## config.mk

```make
export PLATFORM = sky130hd
export DESIGN_NAME = spi_cmd_frame
export DESIGN_NICKNAME = d
export VERILOG_FILES = /design/src/rtl/spi_frame_pkg.sv /design/src/rtl/spi_frame_shifter.sv /design/src/rtl/spi_frame_seq.sv /design/src/rtl/spi_cmd_frame.sv
export SDC_FILE = /design/constraint.sdc
export NUM_CORES = 1
export LEC_CHECK = 0
export BUFFER_PORTS_ARGS = -buffer_cell sky130_fd_sc_hd__buf_2
export CELL_PAD_IN_SITES_DETAIL_PLACEMENT = 1
export CELL_PAD_IN_SITES_GLOBAL_PLACEMENT = 2
export CORE_MARGIN = 2
export CORE_UTILIZATION = 38
export DETAILED_ROUTE_END_ITERATION = 8
export GPL_TIMING_DRIVEN = 0
export PLACE_DENSITY_LB_ADDON = 0.1
export SETUP_SLACK_MARGIN = 0.2
export SYNTH_ARGS = -nofsm -noshare
export SYNTH_HDL_FRONTEND = slang
export SYNTH_SLANG_ARGS = --single-unit
export TNS_END_PERCENT = 50
```

## constraint.sdc

```tcl
create_clock -name clk -period 4 [get_ports clk]
set_input_delay 1 -clock clk [delete_from_list [all_inputs] [get_ports clk]]
set_output_delay 1 -clock clk [all_outputs]
set_load 0.01 [all_outputs]
```

## src/rtl/spi_frame_pkg.sv

```systemverilog
package spi_frame_pkg;

  typedef enum logic [3:0] {
    ST_IDLE,
    ST_SETUP,
    ST_OPC,
    ST_ADDR,
    ST_WDATA,
    ST_WWAIT,
    ST_RDATA,
    ST_RHOLD,
    ST_END,
    ST_GAP
  } seq_state_e;

  // Byte idx (0 = first on the wire) of the low n bytes of a, highest first.
  function automatic logic [7:0] addr_byte_pick(input logic [63:0] a,
                                                input int n, input int idx);
    int sh;
    sh = (n - 1 - idx) * 8;
    if (sh < 0 || sh > 56) return 8'h00;
    return 8'(a >> sh);
  endfunction

  // An address phase needs between 1 and max_bytes bytes.
  function automatic logic addr_width_ok(input logic has, input int n,
                                         input int max_bytes);
    return !has || (n >= 1 && n <= max_bytes);
  endfunction

endpackage

```

## src/rtl/spi_frame_shifter.sv

```systemverilog
module spi_frame_shifter (
  input  logic       clk,
  input  logic       rst_n,
  input  logic       start_i,
  input  logic [7:0] tx_i,
  output logic       done_o,
  output logic [7:0] rx_o,
  output logic       sclk_o,
  output logic       mosi_o,
  input  logic       miso_i
);

  logic       active_q;
  logic       phase_q;   // 0: SCLK low half, 1: SCLK high half
  logic [2:0] bit_q;
  logic [7:0] tx_sh_q;
  logic [7:0] rx_sh_q;
  logic       sclk_q;
  logic       mosi_q;

  // Last falling edge of the byte is taken at this clock edge.
  assign done_o = active_q && phase_q && (bit_q == 3'd7);
  assign rx_o   = rx_sh_q;
  assign sclk_o = sclk_q;
  assign mosi_o = mosi_q;

  always_ff @(posedge clk or negedge rst_n) begin
    if (!rst_n) begin
      active_q <= 1'b0;
      phase_q  <= 1'b0;
      bit_q    <= 3'd0;
      tx_sh_q  <= 8'h00;
      rx_sh_q  <= 8'h00;
      sclk_q   <= 1'b0;
      mosi_q   <= 1'b0;
    end else if (start_i) begin
      active_q <= 1'b1;
      phase_q  <= 1'b0;
      bit_q    <= 3'd0;
      tx_sh_q  <= tx_i;
      mosi_q   <= tx_i[7];
      sclk_q   <= 1'b0;
    end else if (active_q) begin
      if (!phase_q) begin
        sclk_q  <= 1'b1;
        rx_sh_q <= {rx_sh_q[6:0], miso_i};
        phase_q <= 1'b1;
      end else begin
        sclk_q  <= 1'b0;
        phase_q <= 1'b0;
        if (bit_q == 3'd7) begin
          active_q <= 1'b0;
          mosi_q   <= 1'b0;
        end else begin
          bit_q   <= bit_q + 3'd1;
          tx_sh_q <= {tx_sh_q[6:0], 1'b0};
          mosi_q  <= tx_sh_q[6];
        end
      end
    end
  end

  AST_MOSI_STABLE_AT_RISE: assert property (@(posedge clk) disable iff (!rst_n)
    $rose(sclk_q) |-> $stable(mosi_q));

  AST_START_WHEN_FREE: assert property (@(posedge clk) disable iff (!rst_n)
    start_i |-> (!active_q || done_o));

endmodule

```

## src/rtl/spi_frame_seq.sv

```systemverilog
module spi_frame_seq
  import spi_frame_pkg::*;
#(
  parameter int ADDR_W  = 32,
  parameter int CNT_W   = 12,
  parameter int GAP_CYC = 2,
  localparam int ADDR_BYTES = ADDR_W / 8,
  localparam int AB_W       = $clog2(ADDR_BYTES + 1),
  localparam int GAP_W      = $clog2(GAP_CYC + 1)
) (
  input  logic              clk,
  input  logic              rst_n,
  input  logic              req_valid_i,
  output logic              req_ready_o,
  input  logic [7:0]        req_opcode_i,
  input  logic [ADDR_W-1:0] req_addr_i,
  input  logic              req_has_addr_i,
  input  logic [AB_W-1:0]   req_addr_bytes_i,
  input  logic              req_read_i,
  input  logic [CNT_W-1:0]  req_count_i,
  input  logic              wr_valid_i,
  output logic              wr_ready_o,
  input  logic [7:0]        wr_data_i,
  output logic              rd_valid_o,
  input  logic              rd_ready_i,
  output logic [7:0]        rd_data_o,
  output logic              busy_o,
  output logic              done_o,
  output logic              err_o,
  output logic              cs_n_o,
  output logic              sh_start_o,
  output logic [7:0]        sh_tx_o,
  input  logic              sh_done_i,
  input  logic [7:0]        sh_rx_i
);

  seq_state_e        state_q;
  logic [7:0]        opc_q;
  logic [ADDR_W-1:0] addr_q;
  logic              has_q;
  logic [AB_W-1:0]   nb_q;
  logic              rd_q;
  logic [CNT_W-1:0]  rem_q;
  logic [AB_W-1:0]   aidx_q;
  logic              cs_n_q;
  logic              busy_q;
  logic              done_q;
  logic              err_q;
  logic              rd_valid_q;
  logic [7:0]        rd_data_q;
  logic [GAP_W-1:0]  gap_q;

  // Named internal events
  logic addr_left_w;
  logic advance_w;
  logic nxt_addr_w;
  logic nxt_data_w;
  logic nxt_end_w;
  logic req_ok_w;
  logic accept_w;

  assign addr_left_w = has_q && (aidx_q != nb_q);
  assign advance_w   = ((state_q == ST_OPC || state_q == ST_ADDR ||
                         state_q == ST_WDATA) && sh_done_i) ||
                       (state_q == ST_WWAIT && wr_valid_i) ||
                       (state_q == ST_RHOLD && rd_ready_i);
  assign nxt_addr_w  = advance_w && addr_left_w;
  assign nxt_data_w  = advance_w && !addr_left_w && (rem_q != '0);
  assign nxt_end_w   = advance_w && !addr_left_w && (rem_q == '0);
  assign req_ok_w    = addr_width_ok(req_has_addr_i, int'(req_addr_bytes_i),
                                     ADDR_BYTES);
  assign accept_w    = (state_q == ST_IDLE) && req_valid_i;

  assign req_ready_o = (state_q == ST_IDLE);
  assign wr_ready_o  = nxt_data_w && !rd_q && wr_valid_i;
  assign sh_start_o  = (state_q == ST_SETUP) || nxt_addr_w ||
                       (nxt_data_w && (rd_q || wr_valid_i));

  always_comb begin
    sh_tx_o = 8'h00;
    if (state_q == ST_SETUP) begin
      sh_tx_o = opc_q;
    end else if (nxt_addr_w) begin
      sh_tx_o = addr_byte_pick(64'(addr_q), int'(nb_q), int'(aidx_q));
    end else if (nxt_data_w && !rd_q) begin
      sh_tx_o = wr_data_i;
    end
  end

  assign rd_valid_o = rd_valid_q;
  assign rd_data_o  = rd_data_q;
  assign busy_o     = busy_q;
  assign done_o     = done_q;
  assign err_o      = err_q;
  assign cs_n_o     = cs_n_q;

  always_ff @(posedge clk or negedge rst_n) begin
    if (!rst_n) begin
      state_q    <= ST_IDLE;
      opc_q      <= 8'h00;
      addr_q     <= '0;
      has_q      <= 1'b0;
      nb_q       <= '0;
      rd_q       <= 1'b0;
      rem_q      <= '0;
      aidx_q     <= '0;
      cs_n_q     <= 1'b1;
      busy_q     <= 1'b0;
      done_q     <= 1'b0;
      err_q      <= 1'b0;
      rd_valid_q <= 1'b0;
      rd_data_q  <= 8'h00;
      gap_q      <= '0;
    end else begin
      done_q <= 1'b0;
      err_q  <= 1'b0;

      unique case (state_q)
        ST_IDLE: begin
          if (accept_w) begin
            if (!req_ok_w) begin
              err_q <= 1'b1;
            end else begin
              opc_q   <= req_opcode_i;
              addr_q  <= req_addr_i;
              has_q   <= req_has_addr_i;
              nb_q    <= req_addr_bytes_i;
              rd_q    <= req_read_i;
              rem_q   <= req_count_i;
              aidx_q  <= '0;
              cs_n_q  <= 1'b0;
              busy_q  <= 1'b1;
              state_q <= ST_SETUP;
            end
          end
        end
        ST_SETUP: state_q <= ST_OPC;
        ST_RDATA: begin
          if (sh_done_i) begin
            rd_data_q  <= sh_rx_i;
            rd_valid_q <= 1'b1;
            state_q    <= ST_RHOLD;
          end
        end
        ST_RHOLD: begin
          if (rd_ready_i) rd_valid_q <= 1'b0;
        end
        ST_END: begin
          cs_n_q  <= 1'b1;
          busy_q  <= 1'b0;
          done_q  <= 1'b1;
          gap_q   <= '0;
          state_q <= ST_GAP;
        end
        ST_GAP: begin
          gap_q <= gap_q + GAP_W'(1);
          if (gap_q == GAP_W'(GAP_CYC - 1)) state_q <= ST_IDLE;
        end
        default: ;
      endcase

      if (nxt_addr_w) begin
        aidx_q  <= aidx_q + AB_W'(1);
        state_q <= ST_ADDR;
      end else if (nxt_data_w) begin
        if (rd_q) begin
          rem_q   <= rem_q - CNT_W'(1);
          state_q <= ST_RDATA;
        end else if (wr_valid_i) begin
          rem_q   <= rem_q - CNT_W'(1);
          state_q <= ST_WDATA;
        end else begin
          state_q <= ST_WWAIT;
        end
      end else if (nxt_end_w) begin
        state_q <= ST_END;
      end
    end
  end

  AST_ERR_KEEPS_BUS_QUIET: assert property (@(posedge clk) disable iff (!rst_n)
    err_q |-> (cs_n_q && !busy_q));

  AST_DONE_SINGLE: assert property (@(posedge clk) disable iff (!rst_n)
    done_q |=> !done_q);

  AST_BUSY_COVERS_CS: assert property (@(posedge clk) disable iff (!rst_n)
    !cs_n_q |-> busy_q);

  AST_CS_MIN_GAP: assert property (@(posedge clk) disable iff (!rst_n)
    $rose(cs_n_q) |=> cs_n_q ##1 cs_n_q);

  AST_RD_HOLD_STABLE: assert property (@(posedge clk) disable iff (!rst_n)
    (rd_valid_q && !rd_ready_i) |=> (rd_valid_q && $stable(rd_data_q)));

  AST_WR_WAIT_NO_SHIFT: assert property (@(posedge clk) disable iff (!rst_n)
    (state_q == ST_WWAIT && !wr_valid_i) |-> !sh_start_o);

endmodule

```

## src/rtl/spi_cmd_frame.sv

```systemverilog
module spi_cmd_frame #(
  parameter int ADDR_W  = 32,
  parameter int CNT_W   = 12,
  parameter int GAP_CYC = 2,
  localparam int ADDR_BYTES = ADDR_W / 8,
  localparam int AB_W       = $clog2(ADDR_BYTES + 1)
) (
  input  logic              clk,
  input  logic              rst_n,
  input  logic              req_valid_i,
  output logic              req_ready_o,
  input  logic [7:0]        req_opcode_i,
  input  logic [ADDR_W-1:0] req_addr_i,
  input  logic              req_has_addr_i,
  input  logic [AB_W-1:0]   req_addr_bytes_i,
  input  logic              req_read_i,
  input  logic [CNT_W-1:0]  req_count_i,
  input  logic              wr_valid_i,
  output logic              wr_ready_o,
  input  logic [7:0]        wr_data_i,
  output logic              rd_valid_o,
  input  logic              rd_ready_i,
  output logic [7:0]        rd_data_o,
  output logic              busy_o,
  output logic              done_o,
  output logic              err_o,
  output logic              sclk_o,
  output logic              mosi_o,
  output logic              cs_n_o,
  input  logic              miso_i
);

  logic       sh_start_w;
  logic [7:0] sh_tx_w;
  logic       sh_done_w;
  logic [7:0] sh_rx_w;

  spi_frame_seq #(
    .ADDR_W (ADDR_W),
    .CNT_W  (CNT_W),
    .GAP_CYC(GAP_CYC)
  ) seq_i (
    .clk             (clk),
    .rst_n           (rst_n),
    .req_valid_i     (req_valid_i),
    .req_ready_o     (req_ready_o),
    .req_opcode_i    (req_opcode_i),
    .req_addr_i      (req_addr_i),
    .req_has_addr_i  (req_has_addr_i),
    .req_addr_bytes_i(req_addr_bytes_i),
    .req_read_i      (req_read_i),
    .req_count_i     (req_count_i),
    .wr_valid_i      (wr_valid_i),
    .wr_ready_o      (wr_ready_o),
    .wr_data_i       (wr_data_i),
    .rd_valid_o      (rd_valid_o),
    .rd_ready_i      (rd_ready_i),
    .rd_data_o       (rd_data_o),
    .busy_o          (busy_o),
    .done_o          (done_o),
    .err_o           (err_o),
    .cs_n_o          (cs_n_o),
    .sh_start_o      (sh_start_w),
    .sh_tx_o         (sh_tx_w),
    .sh_done_i       (sh_done_w),
    .sh_rx_i         (sh_rx_w)
  );

  spi_frame_shifter shifter_i (
    .clk    (clk),
    .rst_n  (rst_n),
    .start_i(sh_start_w),
    .tx_i   (sh_tx_w),
    .done_o (sh_done_w),
    .rx_o   (sh_rx_w),
    .sclk_o (sclk_o),
    .mosi_o (mosi_o),
    .miso_i (miso_i)
  );

  AST_SCLK_IDLE_LOW: assert property (@(posedge clk) disable iff (!rst_n)
    cs_n_o |-> !sclk_o);

  AST_HOLD_STOPS_SCLK: assert property (@(posedge clk) disable iff (!rst_n)
    (rd_valid_o && !rd_ready_i) |-> !sclk_o);

endmodule

```

Word-level counts from Yosys, hierarchy flattened
Cells that the tools add are included.
- output and inout bits: 17
- input bits: 71
- word-level logic and storage cells: 165
- flip-flop bits (word level): 100
- eq/ne operators: 21
- $lt $le $gt $ge: 4
- add/subtract/negate cells: 6
- bitwise logic cells: 2
- reduce and logical (&&, ||, !) cells: 48
- shift-type cells: 1
- muxes and demuxes: 62
- operator list (cell ; count):
    two-way mux 12 bit ; 7
    two-way mux 8 bit ; 5
    greater-than comparator 32 x 7 -> 1 bit (second input constant) ; 1
    < comparator 32 x 1 -> 1 bit (second input constant) ; 1
    two-way mux 4 bit ; 8
    >> shifter 32 x 32 -> 8 bit ; 1
    subtractor 29 x 4 -> 29 bit ; 1
    two-way mux 7 bit ; 4
    two-way mux 1 bit ; 25
    two-way mux 3 bit ; 8
    != test 5 x 1 -> 1 bit (second input constant) ; 4
    case mux 4 bit (5 select lines) ; 1
    AND reduction 3 bit ; 6
    equality test 4 x 3 -> 1 bit (second input constant) ; 4
    nonzero test 2 bit ; 8
    logical AND 1 bit ; 15
    zero test 12 bit ; 1
    nonzero test 12 bit ; 1
    subtractor 12 x 1 -> 12 bit (second input constant) ; 1
    logical OR 1 bit ; 9
    equality test 4 x 2 -> 1 bit (second input constant) ; 2
    equality test 4 bit (second input constant) ; 2
    nonzero test 8 bit ; 1
    adder 3 x 1 -> 3 bit (second input constant) ; 2
    17 further kinds ; 26

Longest topological paths before layout
- word-level depth: 13
- gate-level depth with buffers: 13
- mapped depth without buffers: 13

Hierarchy
From an unflattened synthesis, not the netlist that was laid out.
- cells, all modules: 519
- area, all modules: 5084.9 sq um
- by module, submodules not included (module ; area an instance (sq um) ; cells each ; times used):
    spi_frame_seq ; 4125.2 ; 451 ; 1
    spi_frame_shifter ; 959.7 ; 68 ; 1

Least setup slack after synthesis
No wires, ideal clock.
- kind: input port to output port
- start: input port rd_ready_i
- end: output port wr_ready_o
- arrival: 1.886 ns
- path buffers: 0
- setup slack: 1.114 ns
- cell stages on the path: 5
- cell sequence: mux2_1 > and3_4 > o21ai_4 > nand2b_1 > nor3_1
- cells in the longest elaborated chain, start to end: 6
- RTL lines (item ; RTL line ; source):
    from (decl) ; spi_cmd_frame.sv:22 ; input logic rd_ready_i,
    logical AND 1 bit ; spi_frame_seq.sv:66 ; (state_q == ST_RHOLD && rd_ready_i);
    logical OR 1 bit ; spi_frame_seq.sv:65 ; (state_q == ST_WWAIT && wr_valid_i) ||
    logical AND 1 bit (2 in series) ; spi_frame_seq.sv:68 ; assign nxt_data_w = advance_w && !addr_left_w && (rem_q != '0);
    logical AND 1 bit (2 in series) ; spi_frame_seq.sv:75 ; assign wr_ready_o = nxt_data_w && !rd_q && wr_valid_i;
    to (decl) ; spi_cmd_frame.sv:19 ; output logic wr_ready_o,
No other way between the ends.

Final worst setup path
- start: register seq_i.aidx_q[0]
- end: output port wr_ready_o
- cells in the longest elaborated chain, start to end: 7
- RTL lines (item ; RTL line ; source):
    from (decl) ; spi_frame_seq.sv:44 ; logic [AB_W-1:0] aidx_q;
    from (signal assigned) ; spi_frame_seq.sv:163 ; aidx_q <= aidx_q + AB_W'(1);
    != test 3 bit ; spi_frame_seq.sv:62 ; assign addr_left_w = has_q && (aidx_q != nb_q);
    logical AND 1 bit ; spi_frame_seq.sv:62 ;
    zero test 1 bit ; spi_frame_seq.sv:68 ;
    logical AND 1 bit (2 in series) ; spi_frame_seq.sv:68 ;
    logical AND 1 bit (2 in series) ; spi_frame_seq.sv:75 ;
No other way between the ends.

==> results.json <==
{
  "status": "completed",
  "hold_violations": 0,
  "dpl.hpwl_um": 9575,
  "slew_headroom": 0.4412,
  "numCtsBuffers": 9,
  "insertion_delay_ns": 0.35,
  "peakVddDrop_v": 0.0002143,
  "drive_gt1_frac": 0.2541,
  "final_cell_mix": "nand2_1 (159), dfrtp_1 (99), buf_2 (91)",
  "grt_max_degree": 64,
  "maxCapViolCount": 0,
  "portBuffers": 87,
  "synth_nets": 595,
  "worst_pin_slew_ns": 0.8294,
  "drtAntennaViolNets": 0,
  "avgSynthCellArea_um2": 9.762,
  "synth_async_sr_flop_share": 1.000,
  "cts_root_buffer": "clkbuf_16",
  "worstPathMaxFanout": 9,
  "rsz0062_at_grt": "false",
  "end_kind": "primary output",
  "swShare": 0.2334,
  "stdcell_count": 786,
  "p_comb_frac": 0.037,
  "min_path_type": "reg2reg",
  "ys_types": 55,
  "pin_count": 88,
  "crit_slowest_cell": "o31ai_2",
  "hp-start": "seq_i.addr_q[8]",
  "grt_pass1_wl_um": 21850,
  "post-route-min-period_ns": 3.501,
  "final_core_util": 0.4671,
  "crit_chain": "ha_1 -> buf_2 -> o31ai_2 -> o21ai_4 -> nand2b_1 -> nor3_1 -> buf_2",
  "p_switching_w": 0.0004483,
  "syn2layout_area_growth_pct": 19.35,
  "layout.nets": 694,
  "p_int_w": 0.001473,
  "start_util": 0.3913,
  "setup_viol": 0,
  "clkPwrFrac": 0.433,
  "cp_data_arrival_time_ns": 2.50,
  "die_y_um": 118.5,
  "maxSlewViolCount": 0,
  "gp_congestion": 0.7874,
  "drtIter0Drc": 176,
  "viasPerCell": 5.074,
  "cp.required_ns": 3.00,
  "die_w_um": 118.5,
  "place_inst": 770,
  "synthTopCellsByArea": "dfrtp_1 (50%), nand2_1 (12%), mux2_2 (3.6%)",
  "firstDrtPassIters": 4,
  "layout_commonest_cell": "nand2_1",
  "cp_slowest_stage_delay_ns": 0.51,
  "synth_top_area_frac": 0.4976,
  "grt_overflow": 0,
  "rr_startpoint": "seq_i.nb_q[1]",
  "vias": 3988,
  "final.setup.tns_ns": 0,
  "cts_tree": "yes",
  "diodes": 0,
  "crit_type": "reg2out",
  "clk_pin_slew_ns": 0.07,
  "synth_ff_type": "dfrtp_1",
  "p_leak_nw": 2.972,
  "fin_crit_sh": 0.8752,
  "synth_top_area_cell": "dfrtp_1",
  "grt_pass1_vias": 4285,
  "critPathMostFrequentCell": "buf_2",
  "pwr_density_cell_nw_per_um2": 323.3,
  "cp-start-kind": "flip-flop",
  "crit_buf_inv": 2,
  "cts_buffer_depth": 2,
  "cts.sinks": 100,
  "ys_ff_latch": 100,
  "syn_inst": 510,
  "antenna_found_initial": 0,
  "worstSetupStartpoint": "seq_i.aidx_q[0]",
  "wirelength_um": 12950,
  "cts_max_level": 3,
  "dieArea_um2": 14030,
  "post_drt_wl_per_cell_um": 16.48,
  "synth_edf_count": 0,
  "holdWs_ns": 0.4757,
  "yosysSeqAreaShare": 0.5029,
  "critPathTopFamily": "compound AO/OA/AOI/OAI gates",
  "seq_power_share": 0.530,
  "rows": 41,
  "grt_use_total": 0.1966,
  "drcViolationCount": 0,
  "clock_skew_ns": 0.009281,
  "coreArea_um2": 12720,
  "fmax_ghz": 0.2856,
  "synth_area_um2": 4979,
  "yosysWarnings": 0
}
## logic make-up after synthesis
logic type / after synthesis / share of synthesized area
compound gates: 83 / 0.1111
fa+ha+maj: 14 / 0.03669
buf+inv: 45 / 0.03594
mux: 36 / 0.1048
flops: 100 / 0.5029
simple gates: 226 / 0.1980
xor+xnor: 6 / 0.01056
## flip-flops by register name (all words and copies together) (netlist names)
name and flops:
seq_i.addr_q 32, seq_i.aidx_q 3, seq_i.busy_o 1, seq_i.cs_n_o 1, seq_i.done_o 1, seq_i.err_o 1
seq_i.gap_q 2, seq_i.has_q 1, seq_i.nb_q 3, seq_i.opc_q 8, seq_i.rd_data_o 8, seq_i.rd_q 1
seq_i.rd_valid_o 1, seq_i.rem_q 12, seq_i.state_q 4, shifter_i.active_q 1, shifter_i.bit_q 3, shifter_i.mosi_o 1
shifter_i.phase_q 1, shifter_i.rx_o 8, shifter_i.tx_sh_q 7
## layer usage
layer / global-route usage / routed length (um) / vias to the layer above
li1: - / - / 1935
met1: 0.2524 / 5882 / 1972
met2: 0.3382 / 6476 / 72
met3: 0.04633 / 477 / 9
met4: 0.04241 / 114 / 0
met5: 0 / 0 / -
## cell type report
type	count	area (um^2)
buffer	23	96.34
clock buffer	9	225.2
clock inverter	7	52.55
fill	1514	6780
inverter	22	82.58
multi-input combinational	365	2301
sequential	100	2504
tap	172	215.2
timing repair buffer	88	465.4
## worst register-to-register path: cells and delay by family (launching register included)
| family | cells | cell delay [ns] |
|---|---|---|
| flops | 1 | 0.39 |
| compound gates | 3 | 0.59 |
| fa+ha+maj | 3 | 0.78 |
| simple gates | 4 | 1.03 |
| buf+inv | 2 | 0.17 |
## path summary, 6_finish.rpt
| check | end | slack, ns | cells past startpoint |
|---|---|---|---|
| max | wr_ready_o | 0.50 | 7 |
| max in group asynchronous | seq_i.aidx_q[0] | 2.68 | 2 |
| min in group asynchronous | seq_i.rem_q[9] | 0.62 | 1 |
| max reg2reg | shifter_i.mosi_o | 0.96 | 12 |
| min | seq_i.addr_q[8] | 0.48 | 2 |
| min reg2reg | seq_i.addr_q[8] | 0.48 | 2 |
## repair_timing
item                                    CTS  global route
hold buffers                              0             0
endpoints found under the setup margin    0             1
resized for setup                         0             1
buffers inserted                          0             0
## power by group through the flow
stage          combinational [W]  sequential, W  clock [W]
6_report               0.0000709        0.00102   0.000832
5_1_grt                0.0000795        0.00102   0.000900
4_1_cts                0.0000736        0.00102   0.000863
3_5_place_dp           0.0000730        0.00104          0
3_3_place_gp           0.0000687        0.00104          0
2_1_floorplan         0.00000890        0.00104          0
## metrics by stage
step	total power (W)	setup WS, ns	instance area, um^2
floorplan	0.001045	1.114	4979
global placement	0.001106	0.6891	5629
detailed placement	0.001111	0.6562	5659
CTS	0.001954	0.2453	5937
global route	0.001998	0.3408	5942
finish	0.001921	0.4991	5942
## synth_stat cells (5+ instances only)
| library cell | number |
|---|---|
| a21oi_1 | 11 |
| a22oi_1 | 6 |
| a31oi_1 | 8 |
| buf_2 | 5 |
| clkbuf_1 | 15 |
| dfrtp_1 | 99 |
| ha_1 | 13 |
| inv_1 | 22 |
| mux2_2 | 16 |
| mux2_4 | 8 |
| mux4_2 | 8 |
| nand2_1 | 159 |
| nand2b_1 | 5 |
| nand3_1 | 5 |
| nor2_1 | 26 |
| nor3_1 | 6 |
| o21a_1 | 6 |
| o21ai_0 | 21 |
| o22ai_1 | 7 |
| xor2_1 | 5 |
No activity file was read; power rests on OpenSTA's default activity.
